### src/rtl/rdout_pkg.sv
package rdout_pkg;
  typedef enum logic [1:0] {SQ_IDLE, SQ_WAIT, SQ_DRIVE, SQ_SHIFT} seq_state_t;
endpackage

### src/rtl/row_sequencer.sv
module row_sequencer
  import rdout_pkg::*;
#(
  parameter int ROWS        = 16,
  parameter bit CENTER_DOWN = 1'b1
) (
  input  logic            clk,
  input  logic            rst_n,
  input  logic            frame_start,
  input  logic            line_tick,
  input  logic            shift_last,
  output logic [ROWS-1:0] row_sel,
  output logic            drive_phase,
  output logic            busy
);
  localparam int IDX_W = (ROWS > 1) ? $clog2(ROWS) : 1;
  localparam logic [IDX_W-1:0] LAST_STEP = IDX_W'(ROWS - 1);

  seq_state_t       state;
  logic [IDX_W-1:0] step;
  logic [IDX_W-1:0] row_idx;
  logic             step_is_last;

  function automatic logic [ROWS-1:0] onehot_of(input logic [IDX_W-1:0] idx);
    logic [ROWS-1:0] v;
    v = '0;
    v[idx] = 1'b1;
    return v;
  endfunction

  // Visiting order is picked by the segment's position in the array
  generate
    if (CENTER_DOWN) begin : g_down
      assign row_idx = LAST_STEP - step;
    end else begin : g_up
      assign row_idx = step;
    end
  endgenerate

  assign step_is_last = (step == LAST_STEP);
  assign drive_phase  = (state == SQ_DRIVE);
  assign busy         = (state != SQ_IDLE);
  assign row_sel      = drive_phase ? onehot_of(row_idx) : '0;

  always_ff @(posedge clk) begin
    if (!rst_n) begin
      state <= SQ_IDLE;
      step  <= '0;
    end else begin
      unique case (state)
        SQ_IDLE: if (frame_start) begin
          state <= SQ_WAIT;
          step  <= '0;
        end
        SQ_WAIT:  if (line_tick) state <= SQ_DRIVE;
        SQ_DRIVE: state <= SQ_SHIFT;
        SQ_SHIFT: if (shift_last) begin
          if (step_is_last) begin
            state <= SQ_IDLE;
          end else begin
            state <= SQ_WAIT;
            step  <= step + 1'b1;
          end
        end
        default: state <= SQ_IDLE;
      endcase
    end
  end


  idle_no_select_chk: assert property (@(posedge clk) disable iff (!rst_n)
    !busy |-> (row_sel == '0));


  first_row_chk: assert property (@(posedge clk) disable iff (!rst_n)
    (state == SQ_WAIT && $past(state) == SQ_IDLE) |-> (step == '0));


  tick_ignored_chk: assert property (@(posedge clk) disable iff (!rst_n)
    (state == SQ_SHIFT && line_tick && !shift_last) |=> (state == SQ_SHIFT));
endmodule

### src/rtl/word_shifter.sv
module word_shifter #(
  parameter int WORD_W = 10
) (
  input  logic              clk,
  input  logic              rst_n,
  input  logic              load,
  input  logic [WORD_W-1:0] bus_word,
  output logic              ser_out,
  output logic              ser_valid,
  output logic              shift_last
);
  localparam int CNT_W = $clog2(WORD_W + 1);

  logic [WORD_W-1:0] shreg;
  logic [CNT_W-1:0]  remain;

  assign ser_out    = shreg[WORD_W-1];
  assign ser_valid  = (remain != '0);
  assign shift_last = (remain == CNT_W'(1));

  always_ff @(posedge clk) begin
    if (!rst_n) begin
      shreg  <= '0;
      remain <= '0;
    end else if (load) begin
      shreg  <= bus_word;
      remain <= CNT_W'(WORD_W);
    end else if (remain != '0) begin
      shreg  <= shreg << 1;
      remain <= remain - 1'b1;
    end
  end


  msb_first_chk: assert property (@(posedge clk) disable iff (!rst_n)
    load |=> (ser_valid && ser_out == $past(bus_word[WORD_W-1])));


  shift_order_chk: assert property (@(posedge clk) disable iff (!rst_n)
    (ser_valid && !shift_last && !load) |=> (ser_valid && ser_out == $past(shreg[WORD_W-2])));
endmodule

### src/rtl/readout_seq.sv
module readout_seq #(
  parameter int ROWS        = 16,
  parameter int WORD_W      = 10,
  parameter bit CENTER_DOWN = 1'b1
) (
  input  logic              clk,
  input  logic              rst_n,
  input  logic              frame_start,
  input  logic              line_tick,
  input  logic [WORD_W-1:0] bus_word,
  output logic [ROWS-1:0]   row_sel,
  output logic              ser_out,
  output logic              ser_valid
);
  logic drive_phase;
  logic shift_last;
  logic busy;

  row_sequencer #(.ROWS(ROWS), .CENTER_DOWN(CENTER_DOWN)) u_seq (
    .clk         (clk),
    .rst_n       (rst_n),
    .frame_start (frame_start),
    .line_tick   (line_tick),
    .shift_last  (shift_last),
    .row_sel     (row_sel),
    .drive_phase (drive_phase),
    .busy        (busy)
  );

  word_shifter #(.WORD_W(WORD_W)) u_shift (
    .clk        (clk),
    .rst_n      (rst_n),
    .load       (drive_phase),
    .bus_word   (bus_word),
    .ser_out    (ser_out),
    .ser_valid  (ser_valid),
    .shift_last (shift_last)
  );


  sel_shift_apart_chk: assert property (@(posedge clk) disable iff (!rst_n)
    (row_sel != '0) |-> !ser_valid);


  single_driver_chk: assert property (@(posedge clk) disable iff (!rst_n)
    $onehot0(row_sel));


  select_one_cycle_chk: assert property (@(posedge clk) disable iff (!rst_n)
    (row_sel != '0) |=> (row_sel == '0));


  shift_follows_select_chk: assert property (@(posedge clk) disable iff (!rst_n)
    $rose(ser_valid) |-> ($past(row_sel) != '0));
endmodule

### config.mk
export PLATFORM = sky130hd
export DESIGN_NAME = readout_seq
export DESIGN_NICKNAME = d
export VERILOG_FILES = /design/src/rtl/rdout_pkg.sv /design/src/rtl/row_sequencer.sv /design/src/rtl/word_shifter.sv /design/src/rtl/readout_seq.sv
export SDC_FILE = /design/constraint.sdc
export NUM_CORES = 1
export LEC_CHECK = 0
export BUFFER_PORTS_ARGS = -buffer_cell sky130_fd_sc_hd__buf_2
export CAP_MARGIN = 20
export CORE_ASPECT_RATIO = 0.6
export CORE_MARGIN = 5
export CORE_UTILIZATION = 40
export DETAILED_ROUTE_END_ITERATION = 6
export GPL_TIMING_DRIVEN = 0
export HOLD_SLACK_MARGIN = 0.06
export PLACE_DENSITY = 0.61
export SLEW_MARGIN = 30
export SYNTH_ARGS = -nofsm -noshare
export SYNTH_HDL_FRONTEND = slang
export SYNTH_SLANG_ARGS = --single-unit
### constraint.sdc
create_clock -name clk -period 4.2 [get_ports clk]
set_clock_uncertainty 0.15 [all_clocks]
set_input_delay 0.84 -clock clk [delete_from_list [all_inputs] [get_ports clk]]
set_output_delay 0.84 -clock clk [all_outputs]
set_load 0.01 [all_outputs]
==> results.toml, run 1 <==
[status]
outcome = "finished, final reports clean"

[worst_setup_path]
worstPathCellList = "inv_1 -> ha_1 -> nand2_1 -> nor3_1 -> buf_2"
end_kind = "primary output"
startpoint_type = "flip-flop"
cp.required_ns = 3.21
critPathMaxFanout = 7
crit_path_max_incr_delay_ns = 0.35
reg2reg_from = "u_shift.remain[0]"
critPathSlowestCell = "dfxtp_1"
crit_start = "u_seq.state[0]"
crit_type = "reg2out"
arrival_ns = 1.58

[placement]
port_buffers = 30
placed_area_sq_um = 1350
dp_slack_ns = 1.91
gp_congestion = 0.758
place_hpwl_microns = 2160

[yosys]
ys_warn_count = 0
synth.largest_area_cell = "dfxtp_1"
syn_area_sq_um = 1160
synthTopCellsByCount = "21 x nor2_1, 20 x dfxtp_1, 11 x nand2_1"
async_flop_share_pct = 0
synth_nets = 161
yosysSeqAreaShare_pct = 34.6
synthCells = 139
yosysTopAreaCellShare_pct = 34.6
synth-seq-cells = 20
synthFlopType = "dfxtp_1"
synth.most_common_cell = "nor2_1"
synth_cell_types = 29
synth_area_leaders = "dfxtp_1 35%, ha_1 8.7%, mux2i_1 8.7%, nor2_1 6.8%, a211oi_1 4.5%"
synth_edf_count = 0
postSynthAreaPerCell_sq_um = 8.32

[global_route]
antenna_found_initial = 0
grt_use_total_pct = 14.6
grt_pass1_wl_microns = 4660
grt_max_degree = 11
overflow = 0
grt_pass1_vias = 1012

[floorplan]
start_util_pct = 41.1
fp-row-count = 15
die_y_microns = 51.6
die_w_microns = 79.4
dieArea_sq_um = 4100
core_area_sq_um = 2820
ios = 32

[power_and_ir_drop]
p_sw_share_pct = 40.5
fin_total_pwr_uw = 867
p_comb_share_pct = 49.6
power_frac_seq_pct = 36.1
p_per_area_nw_per_um2 = 624
vdd_ir_drop_max_v = 0.000310
netSwitchingPower_uw = 351
internal_power_uw = 516
leakage_nw = 0.671
clock_power_share_pct = 14.3

[run]
maxCapViolCount = 0

[timing]
period_needed_ns = 2.57
worst-slew-pin-transition_ns = 0.473
setup_ws_ns = 1.63
rsz0062_at_grt = "false"
finalSetupTns_ns = 0
period_share_pct = 61.1
finalHoldViolations = 0
timing_max_transition_violations_final = 0
setup_violations = 0
max_freq_mhz = 390
maxSlewHeadroom_pct = 68.5

[routing]
routed_wl_microns = 2820
post_drt_wl_per_cell_microns = 13.7
vias = 1077
drc = 0
drt-pass1-iter-count = 4
ant_nets = 0
drt_iter0_markers = 96
vias_per_cell = 5.23

[final_layout]
final_core_util_pct = 49.4
design_area_sq_um = 1390
area_delta_synth_final_pct = 20.2
drive_gt1_share_pct = 22.7
diodes = 0
nNetsFinal = 196

[hold_path]
hp-start = "u_shift.shreg[0]"
hold_path.class = "reg2reg"

[cts]
cts_root_buf = "clkbuf_8"
ctsHoldBuffers = 0
cts_setup_buffers = 0
cts.sinks = 20
cts_max_path_buffers = 2
ctsResizeCount = 0
clk_latency_ns = 0.25
cts_tree = "done"
cts_max_level = 1
cts.clk_slew.worst_paths_ns = 0.07
cts_buffers = 3
final timing paths:
kind | cells after the start | to | slack (ns)
setup / recovery | 5 | row_sel[12] | 1.63
hold / removal | 2 | u_shift.shreg[0] | 0.32
setup reg to reg | 4 | u_seq.step[2] | 2.34
hold reg to reg | 2 | u_shift.shreg[0] | 0.32
flip-flops by register name (all words and copies together), names as in the netlist:
name and cells:
u_shift.shreg 10, u_seq.step 4, u_shift.remain 4, u_seq.state 2
cell usage in the layout, fill, tap and decap left out, types with 2 or more instances in the layout:
| cell | netlist | final |
|---|---|---|
| buf_2 | 1 | 31 |
| nor2_1 | 21 | 21 |
| dfxtp_1 | 20 | 20 |
| nand2_1 | 11 | 11 |
| mux2i_1 | 10 | 10 |
| inv_1 | 8 | 8 |
| a21oi_1 | 8 | 8 |
| ha_1 | 8 | 8 |
| a211oi_1 | 7 | 7 |
| clkbuf_1 | 6 | 6 |
| nor3_1 | 5 | 5 |
| o21ai_0 | 5 | 5 |
| nand3_1 | 5 | 5 |
| nand2b_1 | 3 | 3 |
| o211a_1 | 3 | 3 |
| nand4_1 | 3 | 3 |
| clkbuf_8 | 0 | 3 |
| nor2b_1 | 2 | 2 |
| nand3b_1 | 2 | 2 |
critical path: cells and delay by family (launching register included):
family	cells	cell delay [ns]
adders and majority gates	1	0.33
and+or+nand+nor	2	0.35
DFF	1	0.35
buffers and inverters	2	0.29
metrics by stage:
stage | instances | hold slack (ns)
after global routing | 206 | 0.336
after CTS | 206 | 0.324
final | 206 | 0.321
after global placement | 203 | 0.310
after floorplan | 139 | 0.297
after detailed placement | 203 | 0.313
final cells by class:
class	count	area, sq um
Timing Repair Buffer	30	150
Clock buffer	3	41.3
Sequential cell	20	400
Fill cell	274	1430
Multi-Input combinational cell	103	691
Buffer	8	35.0
Tap cell	34	42.5
Inverter	8	30.0
power groups by stage:
stage | clock network [mW] | registers (mW) | logic, mW
after floorplan | 0 | 0.303 | 0.342
after global routing | 0.136 | 0.324 | 0.483
after global placement | 0 | 0.311 | 0.420
after CTS | 0.130 | 0.312 | 0.435
after detailed placement | 0 | 0.316 | 0.430
final | 0.124 | 0.313 | 0.430
routing by layer:
metal / GRT usage [%] / part of all wire (%) / vias up
li1: - / - / 556
met1: 19.6 / 50 / 502
met2: 23.9 / 46 / 17
met3: 4.15 / 3.5 / 2
met4: 2.57 / 0.46 / 0
met5: 0 / 0 / -
kinds of logic (layout without fill, tap and decap cells):
| kind of cell | Yosys count | count (layout) | share of synthesized area, % |
|---|---|---|---|
| and+or+nand+nor | 54 | 54 | 22.6 |
| AOI/OAI and AO/OA | 31 | 31 | 19.8 |
| DFF | 20 | 20 | 34.6 |
| buffers and inverters | 16 | 49 | 5.63 |
| muxes | 10 | 10 | 8.66 |
| adders and majority gates | 8 | 8 | 8.66 |
(Power assumes the default switching activity.)
==> run 2, diff against run 1 <==
--- a/config.mk
+++ b/config.mk
@@ -13,7 +13,7 @@
 export DETAILED_ROUTE_END_ITERATION = 6
 export GPL_TIMING_DRIVEN = 0
 export HOLD_SLACK_MARGIN = 0.06
-export PLACE_DENSITY = 0.61
+export PLACE_DENSITY = 0.63
 export SLEW_MARGIN = 30
 export SYNTH_ARGS = -nofsm -noshare
 export SYNTH_HDL_FRONTEND = slang
==> constraint.sdc (replaced) <==
create_clock -name clk -period 2.3 [get_ports clk]
set_clock_uncertainty 0.15 [all_clocks]
set_input_delay 0.46 -clock clk [delete_from_list [all_inputs] [get_ports clk]]
set_output_delay 0.46 -clock clk [all_outputs]
set_load 0.01 [all_outputs]
==> results.toml, run 2 (synthesis results as in run 1) <==
[worst_setup_path]
reg2regPathDepth = 4
reg2reg_from = "u_shift.remain[0]"
startpoint_type = "flip-flop"
arrival_ns = 1.56
critPathMaxFanout = 10
crit_type = "reg2out"
timing.rr.end = "u_seq.step[2]"
r2r_slack_ns = 0.45
cp.required_ns = 1.69
end_kind = "primary output"

[cts]
cts_max_level = 1
ctsHoldBuffers = 0
cts_tree = "done"
cts.sinks = 20
cts_max_path_buffers = 2
cts.clk_slew.worst_paths_ns = 0.07
clk_latency_ns = 0.25
cts_buffers = 3
cts_root_buf = "clkbuf_8"

[final_layout]
design_area_sq_um = 1410
top_register = "u_shift.shreg"
largest_register_ffs = 10
nNetsFinal = 196
final_core_util_pct = 50.0
top_regs = "u_shift.shreg: 10 flops, u_seq.step: 4 flops, u_shift.remain: 4 flops"
diodes = 0
final-instance-count-excl-fill = 207
area_delta_synth_final_pct = 21.6
drive_gt1_share_pct = 23.7
final_cell_mix = "31 x buf_2, 21 x nor2_1, 20 x dfxtp_1"
final_common_cell = "buf_2"

[timing]
rsz0062_at_grt = "false"
worst-slew-pin-transition_ns = 0.509
max_freq_mhz = 461
setup_violations = 0
finalSetupTns_ns = 0
finalHoldViolations = 0
maxSlewHeadroom_pct = 66.0
timing_max_transition_violations_final = 0
period_needed_ns = 2.17
period_share_pct = 94.4

[power_and_ir_drop]
leakage_nw = 0.677
vdd_ir_drop_max_v = 0.000602
power_frac_seq_pct = 35.0
p_sw_share_pct = 39.8
netSwitchingPower_uw = 648
internal_power_uw = 980
p_per_area_nw_per_um2 = 1160
p_comb_share_pct = 48.7
clock_power_share_pct = 16.3
fin_total_pwr_mw = 1.63

[hold_path]
min_to = "u_shift.shreg[8]"
hold_depth = 2
hp-start = "bus_word[8]"
hold_path.class = "in2reg"

[global_route]
grt_pass1_wl_microns = 4440
antenna_found_initial = 0
grt_use_total_pct = 13.9
grt_pass1_vias = 973
overflow = 0
grt_max_degree = 12

[placement]
place_hpwl_microns = 2130
gp_congestion = 0.738
port_buffers = 30
place_inst = 203
placed_area_sq_um = 1350

[routing]
routed_wl_microns = 2750
post_drt_wl_per_cell_microns = 13.3
drc = 0
vias = 1071
drt_iter0_markers = 106
vias_per_cell = 5.17
drt-pass1-iter-count = 4
ant_nets = 0

[status]
outcome = "finished, final reports clean"

[run]
maxCapViolCount = 0

[floorplan]
fp-row-count = 15
dieArea_sq_um = 4100
start_util_pct = 41.1
ios = 32
die_w_microns = 79.4
core_area_sq_um = 2820
die_y_microns = 51.6
==> run 2: changes by cell type in the layout (fill, tap and decap cells not counted) <==
cell,previous run,this run
clkbuf_8,3,4
ha_2,0,1
ha_1,8,7
==> run 2: power groups by stage <==
stage	Sequential, mW	Combinational (mW)	Clock [mW]
floorplan	0.554	0.625	0
global placement	0.567	0.767	0
detailed placement	0.576	0.785	0
CTS	0.568	0.790	0.271
global route	0.583	0.885	0.286
finish	0.570	0.793	0.265
==> run 2: per-stage QoR <==
stage | setup WS, ns | hold WS [ns]
floorplan | 0.577 | 0.297
global placement | 0.415 | 0.309
finish | 0.129 | 0.277
detailed placement | 0.414 | 0.321
global route | 0.0208 | 0.280
CTS | 0.123 | 0.277
==> run 2: what timing repair did <==
action,in CTS,in global routing
resized for setup,0,1
buffers inserted,0,0
setup endpoints to repair,0,1
hold endpoints to repair,0,0
==> run 2: final cells by class <==
class / instances / area [sq um]
Tap cell: 34 / 42.5
Buffer: 8 / 35.0
Inverter: 8 / 30.0
Sequential cell: 20 / 400
Fill cell: 292 / 1410
Timing Repair Buffer: 30 / 150
Clock buffer: 4 / 55.1
Multi-Input combinational cell: 103 / 693
==> run 2: layer usage <==
metal / share of wire (%) / global-route usage [%] / vias up
li1: - / - / 562
met1: 54 / 20.0 / 492
met2: 43 / 20.1 / 15
met3: 2.9 / 3.81 / 2
met4: 0.51 / 4.00 / 0
met5: 0 / 0 / -
==> run 2: worst max-delay path: stages (launching register included) <==
cell     delay (ns)
dfxtp_1        0.37
nor4_2         0.46
buf_4          0.29
inv_1          0.05
buf_2          0.13
==> run 2: how the worst max path moves through the flow <==
| stage | to | startpoint | slack, ns |
|---|---|---|---|
| after floorplan | u_seq.step[2] | u_shift.remain[0] | 0.58 |
| after global placement | ser_valid | u_shift.remain[0] | 0.42 |
| after detailed placement | row_sel[14] | u_seq.state[0] | 0.41 |
| after CTS | ser_valid | u_shift.remain[0] | 0.12 |
| after global routing | ser_valid | u_shift.remain[0] | 0.02 |
| final | ser_valid | u_shift.remain[0] | 0.13 |
==> run 3, diff against run 2 <==
--- a/config.mk
+++ b/config.mk
@@ -13,7 +13,8 @@
 export DETAILED_ROUTE_END_ITERATION = 6
 export GPL_TIMING_DRIVEN = 0
 export HOLD_SLACK_MARGIN = 0.06
-export PLACE_DENSITY = 0.63
+export PLACE_DENSITY = 0.69
+export SETUP_SLACK_MARGIN = 0.5
 export SLEW_MARGIN = 30
 export SYNTH_ARGS = -nofsm -noshare
 export SYNTH_HDL_FRONTEND = slang
==> results.toml, run 3 (synthesis results as in run 1) <==
[final_layout]
top_register = "u_shift.shreg"
top_regs = "u_shift.shreg: 10 flops, u_seq.step: 4 flops, u_shift.remain: 4 flops"
area_delta_synth_final_pct = 43.9
diodes = 0
multi_input_area_sq_um = 835
nNetsFinal = 206
drive_gt1_share_pct = 47.8
final_cell_mix = "30 x buf_2, 18 x nor2_1, 12 x dfxtp_1"
fillers = 229
design_area_sq_um = 1660
regArea_sq_um = 423
largest_register_ffs = 10
final_common_cell = "buf_2"

[cts]
cts_max_path_buffers = 2
cts_root_buf = "clkbuf_8"
cts.sinks = 20
cts_tree = "done"
cts.clk_slew.worst_paths_ns = 0.07
clk_latency_ns = 0.25
cts_buffers = 3
cts_max_level = 1

[timing]
finalSetupTns_ns = 0
worst-slew-pin-transition_ns = 0.473
maxSlewHeadroom_pct = 68.4
rsz0062_at_grt = "true"
timing_max_transition_violations_final = 0
max_freq_mhz = 542
period_share_pct = 80.2
setup_ws_ns = 0.456
finalHoldViolations = 0
period_needed_ns = 1.84
setup_violations = 0

[worst_setup_path]
r2r_slack_ns = 0.48
crit_start = "u_seq.state[0]"
end_kind = "primary output"
critPathMaxFanout = 5
startpoint_type = "flip-flop"
reg2regPathDepth = 4
arrival_ns = 1.23
cp.required_ns = 1.69
crit_type = "reg2out"
reg2reg_from = "u_shift.remain[1]"
timing.rr.end = "u_seq.state[1]"

[placement]
placed_area_sq_um = 1350
port_buffers = 30
gp_congestion = 0.913
place_hpwl_microns = 2130
dp_slack_ns = 0.420

[global_route]
grt_pass1_wl_microns = 5010
grt_max_degree = 11
antenna_found_initial = 0
grt_use_total_pct = 15.4
grt_pass1_vias = 1133
overflow = 0

[routing]
routed_wl_microns = 3110
ant_nets = 0
drt_iter0_markers = 122
vias = 1167
post_drt_wl_per_cell_microns = 14.4
drc = 0
drt-pass1-iter-count = 4
vias_per_cell = 5.40

[power_and_ir_drop]
clock_power_share_pct = 11.4
vdd_ir_drop_max_v = 0.000447
p_sw_share_pct = 39.1
internal_power_mw = 1.19
p_comb_share_pct = 58.2
leakage_nw = 0.819
netSwitchingPower_uw = 766
p_per_area_nw_per_um2 = 1180
power_frac_seq_pct = 30.5

[hold_path]
hp-start = "bus_word[6]"
hold_depth = 2
hold_path.class = "in2reg"
min_to = "u_shift.shreg[6]"

[floorplan]
start_util_pct = 41.1
core_area_sq_um = 2820
die_y_microns = 51.6
die_w_microns = 79.4
dieArea_sq_um = 4100
fp-row-count = 15
ios = 32

[status]
outcome = "finished, final reports clean"

[run]
maxCapViolCount = 0
-- run 3: repair_timing --
item,4_1_cts,5_1_grt
hold buffers,0,0
buffers inserted,7,3
resized for setup,47,15
setup endpoints to repair,29,27
pin swaps,16,4
-- run 3: final cells by class --
cell class	instances	area share, %
Buffer	8	3.53
Sequential cell	20	25.4
Multi-Input combinational cell	103	50.2
Inverter	8	1.95
Timing Repair Buffer	40	13.9
Clock buffer	3	2.48
Tap cell	34	2.56
-- run 3: power groups by stage --
stage,clock [mW],combinational (mW),sequential (mW)
final,0.222,1.14,0.597
after global routing,0.249,1.23,0.611
after CTS,0.229,1.02,0.595
after detailed placement,0,0.784,0.575
after global placement,0,0.753,0.565
after floorplan,0,0.625,0.554
-- run 3: worst max-delay path by stage --
| stage | end | slack, ns |
|---|---|---|
| after CTS | row_sel[14] | 0.47 |
| after floorplan | u_seq.step[2] | 0.58 |
| after detailed placement | ser_valid | 0.42 |
| final | row_sel[14] | 0.46 |
| after global placement | ser_valid | 0.42 |
| after global routing | row_sel[14] | 0.41 |
-- run 3: metal layers --
| metal | global-route usage (%) | wire length [microns] | up-vias |
|---|---|---|---|
| met5 | 0 | 0 | - |
| met4 | 3.71 | 22 | 0 |
| met3 | 3.46 | 159 | 2 |
| met2 | 26.8 | 1510 | 40 |
| met1 | 19.5 | 1420 | 541 |
| li1 | - | - | 584 |
-- run 3: critical path, cell delays in order (launching register included) --
cell	delay, ns
dfxtp_4	0.36
inv_4	0.06
ha_4	0.21
nand2_4	0.08
nor3_2	0.11
buf_2	0.15
-- run 3: per-stage QoR --
stage | cells | total power, mW | utilization (%) | hold WS (ns)
3_5_place_dp | 203 | 1.36 | 47.9 | 0.327
5_1_grt | 216 | 2.09 | 59.1 | 0.279
2_1_floorplan | 139 | 1.18 | - | 0.297
6_report | 216 | 1.96 | 59.1 | 0.282
3_3_place_gp | 203 | 1.32 | 47.9 | 0.305
4_1_cts | 213 | 1.84 | 57.2 | 0.274
